`src/rtl/trig_loc_pkg.sv`:
```
package trig_loc_pkg;

    typedef enum logic [1:0] {
        ST_IDLE   = 2'd0,
        ST_SCAN   = 2'd1,
        ST_REPORT = 2'd2
    } tl_state_e;

endpackage

```
`src/rtl/tl_unpack.sv`:
```
module tl_unpack #(
    parameter int N_SAMP = 8,
    parameter int SAMP_W = 16,
    parameter int BYTE_W = 8
) (
    input  logic [N_SAMP*SAMP_W-1:0]        bytes_in,
    output logic [N_SAMP-1:0][SAMP_W-1:0]   samples
);
    localparam int BYTES_PER_SAMP = SAMP_W / BYTE_W;

    // byte b of sample i sits at byte position i*BYTES_PER_SAMP + b (low byte first)
    for (genvar i = 0; i < N_SAMP; i++) begin : g_samp
        for (genvar b = 0; b < BYTES_PER_SAMP; b++) begin : g_byte
            assign samples[i][b*BYTE_W +: BYTE_W] =
                bytes_in[(i*BYTES_PER_SAMP + b)*BYTE_W +: BYTE_W];
        end
    end
endmodule

```
`src/rtl/tl_cond.sv`:
```
module tl_cond #(
    parameter int SAMP_W = 16
) (
    input  logic [SAMP_W-1:0] cur,
    input  logic [SAMP_W-1:0] prev,
    input  logic [SAMP_W-1:0] pat_mask,
    input  logic [SAMP_W-1:0] pat_value,
    input  logic [SAMP_W-1:0] rise_mask,
    input  logic [SAMP_W-1:0] fall_mask,
    output logic              pass
);
    logic pat_ok, rise_ok, fall_ok;

    always_comb begin
        // masked pattern
        pat_ok  = ((cur & pat_mask) == pat_value);
        // every masked bit low before, high now
        rise_ok = ((prev & rise_mask) == '0) && ((cur & rise_mask) == rise_mask);
        // every masked bit high before, low now
        fall_ok = ((prev & fall_mask) == fall_mask) && ((cur & fall_mask) == '0);
        pass    = pat_ok && rise_ok && fall_ok;
    end
endmodule

```
`src/rtl/tl_ctrl.sv`:
```
module tl_ctrl
    import trig_loc_pkg::*;
#(
    parameter int N_SAMP = 8,
    parameter int IDX_W  = $clog2(N_SAMP)
) (
    input  logic              clk,
    input  logic              rst_n,
    input  logic              start,
    input  logic [N_SAMP-1:0] hit_vec,
    output logic              load,
    output logic              busy,
    output logic              done,
    output logic              found,
    output logic [IDX_W-1:0]  offset
);
    localparam logic [IDX_W-1:0] LAST_IDX = IDX_W'(N_SAMP - 1);
    localparam logic [IDX_W-1:0] NONE_OFF = IDX_W'(N_SAMP);   // count wraps

    tl_state_e        state, state_nx;
    logic [IDX_W-1:0] idx;
    logic             hit_now, scan_end;

    always_comb begin
        hit_now  = hit_vec[idx];
        scan_end = (state == ST_SCAN) && (hit_now || (idx == LAST_IDX));
    end

    // next-state logic
    always_comb begin
        state_nx = state;
        unique case (state)
            ST_IDLE:   if (start) state_nx = ST_SCAN;
            ST_SCAN:   if (hit_now || (idx == LAST_IDX)) state_nx = ST_REPORT;
            ST_REPORT: state_nx = start ? ST_SCAN : ST_IDLE;
            default:   state_nx = ST_IDLE;
        endcase
    end

    // state register
    always_ff @(posedge clk or negedge rst_n) begin
        if (!rst_n) state <= ST_IDLE;
        else        state <= state_nx;
    end

    // outputs
    always_comb begin
        busy = (state == ST_SCAN);
        done = (state == ST_REPORT);
        load = start && ((state == ST_IDLE) || (state == ST_REPORT));
    end

    // index counter and result registers
    always_ff @(posedge clk or negedge rst_n) begin
        if (!rst_n) begin
            idx    <= '0;
            found  <= 1'b0;
            offset <= '0;
        end else begin
            if (load)
                idx <= '0;
            else if ((state == ST_SCAN) && !scan_end)
                idx <= idx + 1'b1;
            if (scan_end) begin
                found  <= hit_now;
                offset <= hit_now ? idx : NONE_OFF;
            end
        end
    end

    // checker-side count of busy cycles
    logic [IDX_W:0] busy_cycles;
    always_ff @(posedge clk or negedge rst_n) begin
        if (!rst_n)    busy_cycles <= '0;
        else if (busy) busy_cycles <= busy_cycles + 1'b1;
        else           busy_cycles <= '0;
    end


    done_pulse_chk: assert property (@(posedge clk) disable iff (!rst_n)
        done |=> !done);


    result_hold_chk: assert property (@(posedge clk) disable iff (!rst_n)
        !done |-> ($stable(found) && $stable(offset)));


    nomatch_zero_chk: assert property (@(posedge clk) disable iff (!rst_n)
        (done && !found) |-> (offset == '0));


    busy_hold_chk: assert property (@(posedge clk) disable iff (!rst_n)
        busy |=> (busy || done));


    scan_len_chk: assert property (@(posedge clk) disable iff (!rst_n)
        busy |-> (busy_cycles < (IDX_W+1)'(N_SAMP)));
endmodule

```
`src/rtl/trig_offset_locator.sv`:
```
module trig_offset_locator #(
    parameter int N_SAMP = 8,
    parameter int SAMP_W = 16,
    parameter int BYTE_W = 8,
    localparam int IDX_W = $clog2(N_SAMP),
    localparam int VEC_W = N_SAMP * SAMP_W
) (
    input  logic              clk,
    input  logic              rst_n,
    input  logic              start,
    input  logic [VEC_W-1:0]  sample_bytes,
    input  logic [SAMP_W-1:0] last_sample,
    input  logic [SAMP_W-1:0] pat_mask,
    input  logic [SAMP_W-1:0] pat_value,
    input  logic [SAMP_W-1:0] rise_mask,
    input  logic [SAMP_W-1:0] fall_mask,
    output logic              busy,
    output logic              done,
    output logic              found,
    output logic [IDX_W-1:0]  offset
);
    logic                            load;
    logic [VEC_W-1:0]                bytes_q;
    logic [SAMP_W-1:0]               last_q, pmask_q, pval_q, rmask_q, fmask_q;
    logic [N_SAMP-1:0][SAMP_W-1:0]   samples;
    logic [N_SAMP-1:0]               hit_vec;

    // operand capture on an accepted start
    always_ff @(posedge clk or negedge rst_n) begin
        if (!rst_n) begin
            bytes_q <= '0;
            last_q  <= '0;
            pmask_q <= '0;
            pval_q  <= '0;
            rmask_q <= '0;
            fmask_q <= '0;
        end else if (load) begin
            bytes_q <= sample_bytes;
            last_q  <= last_sample;
            pmask_q <= pat_mask;
            pval_q  <= pat_value;
            rmask_q <= rise_mask;
            fmask_q <= fall_mask;
        end
    end

    tl_unpack #(.N_SAMP(N_SAMP), .SAMP_W(SAMP_W), .BYTE_W(BYTE_W)) u_unpack (
        .bytes_in (bytes_q),
        .samples  (samples)
    );

    // history chain, index 0 sees the sample before the window
    for (genvar i = 0; i < N_SAMP; i++) begin : g_cond
        logic [SAMP_W-1:0] prev_s;
        if (i == 0) begin : g_first
            assign prev_s = last_q;
        end else begin : g_rest
            assign prev_s = samples[i-1];
        end
        tl_cond #(.SAMP_W(SAMP_W)) u_cond (
            .cur       (samples[i]),
            .prev      (prev_s),
            .pat_mask  (pmask_q),
            .pat_value (pval_q),
            .rise_mask (rmask_q),
            .fall_mask (fmask_q),
            .pass      (hit_vec[i])
        );
    end

    tl_ctrl #(.N_SAMP(N_SAMP)) u_ctrl (
        .clk     (clk),
        .rst_n   (rst_n),
        .start   (start),
        .hit_vec (hit_vec),
        .load    (load),
        .busy    (busy),
        .done    (done),
        .found   (found),
        .offset  (offset)
    );


    load_gate_chk: assert property (@(posedge clk) disable iff (!rst_n)
        (start && busy) |-> !load);
endmodule

```
`config.mk`:
```
export PLATFORM = sky130hd
export DESIGN_NAME = trig_offset_locator
export DESIGN_NICKNAME = d
export VERILOG_FILES = /design/src/rtl/trig_loc_pkg.sv /design/src/rtl/tl_unpack.sv /design/src/rtl/tl_cond.sv /design/src/rtl/tl_ctrl.sv /design/src/rtl/trig_offset_locator.sv
export SDC_FILE = /design/constraint.sdc
export NUM_CORES = 1
export LEC_CHECK = 0
export ABC_AREA = 1
export ABC_CLOCK_PERIOD_IN_PS = 3750
export BUFFER_PORTS_ARGS = -buffer_cell sky130_fd_sc_hd__buf_2
export CORE_ASPECT_RATIO = 1.1
export CORE_MARGIN = 1
export CORE_UTILIZATION = 52
export DETAILED_ROUTE_END_ITERATION = 10
export GPL_TIMING_DRIVEN = 1
export PLACE_DENSITY = 0.73
export SLEW_MARGIN = 20
export SYNTH_ARGS = -nofsm -noshare
export SYNTH_HDL_FRONTEND = slang
export SYNTH_HIERARCHICAL = 1
export SYNTH_SLANG_ARGS = --single-unit
```
`constraint.sdc`:
```
create_clock -name clk -period 3.75 [get_ports clk]
set_input_delay 0.75 -clock clk [delete_from_list [all_inputs] [get_ports clk]]
set_output_delay 0.75 -clock clk [all_outputs]
set_load 0.02 [all_outputs]
```
# After elaboration in Yosys (flattened, before gate mapping)
# Cells that the tools add are included.
dict set report op_classes {
  n_bitwise 26
  n_addsub 1
  order_cmp 1
  mux 9
  n_reduce_logical 57
  n_eq_ne 29
}
# cell n
set op_table {}
lappend op_table {{bitwise AND 16 bit} 26}
lappend op_table {{== test 16 bit} 24}
lappend op_table {{logical NOT 16 bit} 16}
lappend op_table {{logical AND 1 bit} 35}
lappend op_table {{two-way mux 3 bit} 3}
lappend op_table {{case mux 2 bit (3 select lines)} 1}
lappend op_table {{less-than comparator 3 x 4 -> 1 bit, second input constant} 1}
lappend op_table {{two-way mux 2 bit} 2}
lappend op_table {{adder 3 x 1 -> 3 bit, second input constant} 1}
lappend op_table {{binary-select mux 1 bit (select 3 bit)} 1}
lappend op_table {{== test 3 bit, second input constant} 1}
lappend op_table {{== test 2 x 1 -> 1 bit, second input constant} 1}
lappend op_table {{== test 2 bit, second input constant} 1}
lappend op_table {{logical NOT 2 bit} 1}
lappend op_table {{logical OR 1 bit} 2}
lappend op_table {{two-way mux 1 bit} 2}
lappend op_table {{!= test 2 x 1 -> 1 bit, second input constant} 1}
lappend op_table {{!= test 2 bit, second input constant} 1}
lappend op_table {{AND reduction 2 bit} 1}
lappend op_table {{nonzero test 2 bit} 1}
lappend op_table {{logical NOT 1 bit} 1}
dict set report word_totals {
  out_inout_bits 6
  register_bits 217
  input_bits 211
}

# Logic depth before layout (Yosys ltp)
dict set report depth {
  ltp_word 13
  mapped_depth 20
}

# Cells and area by module
# The synthesis kept the hierarchy.
# mod area_each_um2 cells_per_inst instances
set modules_own_cells {}
lappend modules_own_cells {trig_offset_locator 7801.2 878 1}
lappend modules_own_cells {tl_cond 920.9 229 8}
lappend modules_own_cells {tl_unpack 960.9 128 1}
lappend modules_own_cells {tl_ctrl 565.5 69 1}

# Least setup slack after synthesis
# Ideal clock, no wire load.
dict set report synth_path {
  path_kind {register -> register}
  from {register pmask_q[9]}
  to {register u_ctrl.found}
  synth_period_minus_slack_ps 1816
  path_slack_ps 1934
  path_stages_with_launch 18
  t_arrival_ps 1699
  t_required_ps 3633
  setup_ps 117
  n_path_buf 0
  path_cell_list {dfrtp_1 nand2_1 nand2_1 nand2_1 nor2_1 nand2_1 nor2_1 nand3_1 nor2_2 inv_2 nand2_1 nand3_1 nand2_2 nand2_4 nand3_4 nand2_4 nand2_1 nand2_1}
}
dict set report synth_between {
  elab_chain_cells 8
  elab_cells_between_ends 36
  cone_classes {eq/ne (8); mux (2); bitwise (8); reduce/logical (18)}
}
# element line
set synth_rtl {}
lappend synth_rtl {{start, declared} trig_offset_locator.sv:24} ;# logic [SAMP_W-1:0] last_q, pmask_q, pval_q, rmask_q, fmask_q;
lappend synth_rtl {{start signal, assigned} trig_offset_locator.sv:40} ;# pmask_q <= pat_mask;
lappend synth_rtl {{bitwise AND 16 bit *} tl_cond.sv:16} ;# pat_ok = ((cur & pat_mask) == pat_value);
lappend synth_rtl {{== test 16 bit *} tl_cond.sv:16}
lappend synth_rtl {{logical AND 1 bit * (2 in a row)} tl_cond.sv:21} ;# pass = pat_ok && rise_ok && fall_ok;
lappend synth_rtl {{net hit_vec[4]} trig_offset_locator.sv:26} ;# logic [N_SAMP-1:0] hit_vec;
lappend synth_rtl {{binary-select mux 1 bit (select 3 bit) *} tl_ctrl.sv:25} ;# hit_now = hit_vec[idx];
lappend synth_rtl {{two-way mux 1 bit (not written as such) *} tl_ctrl.sv:25}
lappend synth_rtl {{logical OR 1 bit} tl_ctrl.sv:26} ;# scan_end = (state == ST_SCAN) && (hit_now || (idx == LAST_IDX));
lappend synth_rtl {{logical AND 1 bit} tl_ctrl.sv:26}
lappend synth_rtl {{end signal, assigned} tl_ctrl.sv:65} ;# found <= hit_now;
lappend synth_rtl {{end, declared} tl_ctrl.sv:14} ;# output logic found,
# Mark *: on every way through the listed nets, which the timed path passes. The rest lies on a longest branch. The select of a mux whose other input is x is not followed.
# A chain may end at the register's enable or synchronous reset.

# Worst setup path in the final report
dict set report layout_path {
  from {register pmask_q[8]}
  to {register u_ctrl.found}
}
# Same word-level chain as after synthesis.

==> run summary <==
At the later pin of the worst-skew pair, clock insertion delay measures 560 ps. The highest cell delay on the worst timing path is 750 ps. Summed over its instances, the top area cell type makes up 38.2% of the synthesized netlist area. Across the VDD grid, the largest voltage drop is 0.418 mV.

The run gives 0 as the total DRC errors in the routed layout. Data on the critical path is required at its endpoint by 4200 ps. Sorting the synthesized cells by area gives the leading types as sky130_fd_sc_hd__nand2_1 38%, sky130_fd_sc_hd__dfrtp_1 33%, sky130_fd_sc_hd__inv_1 7.7%. The fraction of layout instances using a drive strength above 1 works out to 9.72%. The tools report the die area as 32800 sq um. Once routing completed, OpenROAD measured the worst setup slack at 1240 ps.

The run finished with clean final reports. In the global route stage, overall resource usage came out at 31.4%. The run gives 0 as the count of endpoints failing hold in the final timing report. The cell leakage power was 10.8 nW; the worst-case clock skew was 21.5 ps.

The type of element launching the critical path was a flop. The number of endpoints failing setup at the final stage came out at 0. The number of antenna diodes in the final layout is 0. The logs give 217 for the number of ports placed on the die boundary and 68 for the standard-cell row count. Dominant register cell in the synthesized netlist: sky130_fd_sc_hd__dfrtp_1. The tools report the arrival time at the worst endpoint as 2960 ps. At the pin with the least slew margin, the transition time is 877 ps.

Number of distinct standard cells referenced by the synthesized netlist: 25. The largest individual stage delay along the critical path comes from the cell sky130_fd_sc_hd__dfrtp_1. The number of enable-type register cells in the synthesized netlist was 0; the final global-route overflow total was 0.

Once the floorplan was initialized, standard cells occupied 53.0% of the core. In the final design database the tool counted 3200 nets. Once the clock tree was built, the setup fixing pass inserted 0 buffers.

The critical path goes through nand2_1 -> nand2_1 -> nand2_1 -> nor2_1 -> nand2_1 -> nor2_1 -> nand3_1 -> nor2_2 -> inv_1 -> nand2_1 -> nand3_1 -> nand2_2 -> nand2_4 -> nand3_4 -> nand2_4 -> nand2_1 -> nand2_1. In this design, the critical path's most frequently occurring cell is sky130_fd_sc_hd__nand2_1. The run gives 0 as the count of hold-fix buffers inserted at cts. The average via count per standard cell was 4.99; the share of power burned in registers was 40.5%. Of the total power, the clock network draws 16.0%. Maximum clock insertion buffer count: 3. Maximum fanout along the worst path: 17. The fraction of registers with async set or reset after synthesis is 100%, and the filler cell count is 3248. The first-pass GRT wire length was 82700 microns. After synthesis, flip-flops and latches occupy 32.5% of the total area.

The area added between synthesis and finish works out to 8.65%. The clock drives 217 sinks. The normalized max-slew margin was 41.5%. The detailed router placed 17100 vias in this run. Prior to clock tree synthesis, the placed netlist has a worst setup slack of 1340 ps. After detailed routing, the average wire length per cell comes to 15.0 microns.

The average size of a mapped cell was 5.74 sq um. The count of warnings emitted by yosys is 6. For the number of antenna violations at the first check in global routing, the log shows 0. The internal portion of the total power is 7.92 mW. TritonCTS built the clock tree. The final-report max-slew violation count came out at 0. Setup TNS: 0 ps. The run gives 0 as the remaining antenna violation count after routing. The run gives 1 as the CTS H-tree depth. Setup repair after global routing left no endpoint under its margin. For this run, the detailed router's first-pass iteration total came to 8. The congestion estimate from routability-driven global placement came to 0.946. The via count of the first global-routing pass is 15700. Across the run, the number of max-cap violations was 0. The final layout contains routed wiring with a total length of 51200 microns. When the netlist entered floorplanning its net count stood at 3120. The total power divided by cell area is 924 nW/um^2, and the net switching power is 8.83 mW. For the finished layout, the period the worst path requires is 2510 ps. After synthesis the cells add up to 16700 sq um. In this run the register-to-register setup slack is 1240 ps. The count of buffers added on input and output ports is 216. After the first detailed-routing iteration, the DRC count stood at 1613. Capturing element type of the critical path: a flop.

For the synthesized netlist cell count, the log shows 2907. The critical path buffer and inverter count is 1, and the clock slew at the register clock pins of the worst setup and hold paths is 60 ps. Per report_power, the combinational group accounts for 43.6% of the total.

Summed over all instances, the cell type with the most area after synthesis is sky130_fd_sc_hd__nand2_1. The tree is rooted in a sky130_fd_sc_hd__clkbuf_16. The portion of the clock cycle consumed by the worst path in the final layout was 66.9%. The critical path's top delay family is simple AND/OR/NAND/NOR gates. The die span in x was 173 microns; the number of buffers created by CTS was 26. The register bit total from synthesis was 217; the core region area was 31500 sq um. Entering global routing, the biggest net connects 94 pins. The y dimension of the die was 190 microns. The tightest min-delay check is of the in -> async type. The worst setup path is of the reg -> reg kind.

Net switching is 52.7% of the power. The tools report the upper clock frequency limit as 0.399 GHz. The post-cts repair resize count was 0; the sum of net half-perimeters after detailed placement was 36900 microns.
metrics by stage:
stage | cell area, sq um | utilization, % | cells | hold WS (ps) | total power, mW
2_1_floorplan | 16700 | - | 2907 | 443 | 11.9
3_3_place_gp | 17200 | 54.8 | 3379 | 479 | 13.6
3_5_place_dp | 17200 | 54.8 | 3379 | 485 | 13.8
4_1_cts | 18100 | 57.6 | 3423 | 113 | 16.6
5_1_grt | 18100 | 57.6 | 3423 | 131 | 18.3
6_report | 18100 | 57.6 | 3423 | 123 | 16.8
logic make-up after synthesis:
logic type / after synthesis / share of synthesized area [%]
xor+xnor: 40 / 2.10
fa+ha+maj: 2 / 0.150
buf+inv: 524 / 15.2
flops: 217 / 32.5
simple gates: 2059 / 48.1
compound gates: 65 / 1.97
layer usage:
layer	GRT usage, %	part of all wire [%]	up-vias
li1	-	-	8587
met3	4.14	7.3	135
met4	11.8	3.7	0
met5	0	0	-
met1	40.5	42	7672
met2	53.6	47	680
cell usage after synthesis (all sizes together) (8+ instances only):
| library cell | instances |
|---|---|
| nand2 | 1701 |
| inv | 349 |
| nor2 | 243 |
| dfrtp | 217 |
| buf | 165 |
| nand3 | 89 |
| o21ai | 64 |
| nand3b | 25 |
| xor2 | 24 |
| xnor2 | 16 |
| clkbuf | 8 |
power groups by stage:
stage / clock network (mW) / logic [mW] / registers, mW
final: 2.68 / 7.30 / 6.78
after global routing: 2.82 / 8.48 / 6.99
after CTS: 2.70 / 7.19 / 6.68
after detailed placement: 0 / 7.13 / 6.71
after global placement: 0 / 6.92 / 6.65
after floorplan: 0 / 7.03 / 4.83
placed cells by master (no fill, tap or decap), drive strengths merged:
| cell type | netlist | routed |
|---|---|---|
| a21oi | 1 | 1 |
| buf | 165 | 224 |
| bufinv | 0 | 4 |
| clkbuf | 8 | 36 |
| clkinv | 2 | 5 |
| clkinvlp | 0 | 2 |
| dfrtp | 217 | 217 |
| ha | 2 | 2 |
| inv | 349 | 349 |
| nand2 | 1701 | 1701 |
| nand3 | 89 | 89 |
| nand3b | 25 | 25 |
| nand4 | 1 | 1 |
| nor2 | 243 | 243 |
| o21ai | 64 | 64 |
| xnor2 | 16 | 16 |
| xor2 | 24 | 24 |
layout make-up:
| class | count | area, sq um | share of cell area, % |
|---|---|---|---|
| clock buffers | 35 | 734 | 4.05 |
| clock inverters | 9 | 165 | 0.911 |
| inverters | 351 | 1330 | 7.33 |
| flip-flops and latches | 217 | 5430 | 29.9 |
| repair buffers | 225 | 1220 | 6.73 |
| well taps | 420 | 526 | 2.90 |
| multi-input cells | 2166 | 8730 | 48.2 |
registers in the layout, summed over array words and instances, names as in the netlist:
name and count:
pmask_q 16, u_ctrl/state 2, g_cond.prev_s 16, u_ctrl/idx 3
rmask_q 16, u_ctrl/found 1, pval_q 16, fmask_q 16
u_ctrl/offset 3, bytes_q 128
final timing paths:
| kind | startpoint | cells past startpoint | end |
|---|---|---|---|
| max | pmask_q[8]$_DFFE_PN0P_ | 17 | u_ctrl/found$_DFFE_PN0P_ |
| min | rst_n | 1 | bytes_q[86]$_DFFE_PN0P_ |
| max reg2reg | pmask_q[8]$_DFFE_PN0P_ | 17 | u_ctrl/found$_DFFE_PN0P_ |
| min reg2reg | u_ctrl/offset[2]$_DFFE_PN0P_ | 2 | u_ctrl/offset[2]$_DFFE_PN0P_ |
| max in group asynchronous | rst_n | 2 | pmask_q[2]$_DFFE_PN0P_ |
| min in group clk | last_sample[9] | 3 | g_cond[0].prev_s[9]$_DFFE_PN0P_ |
(Power assumes the default switching activity.)
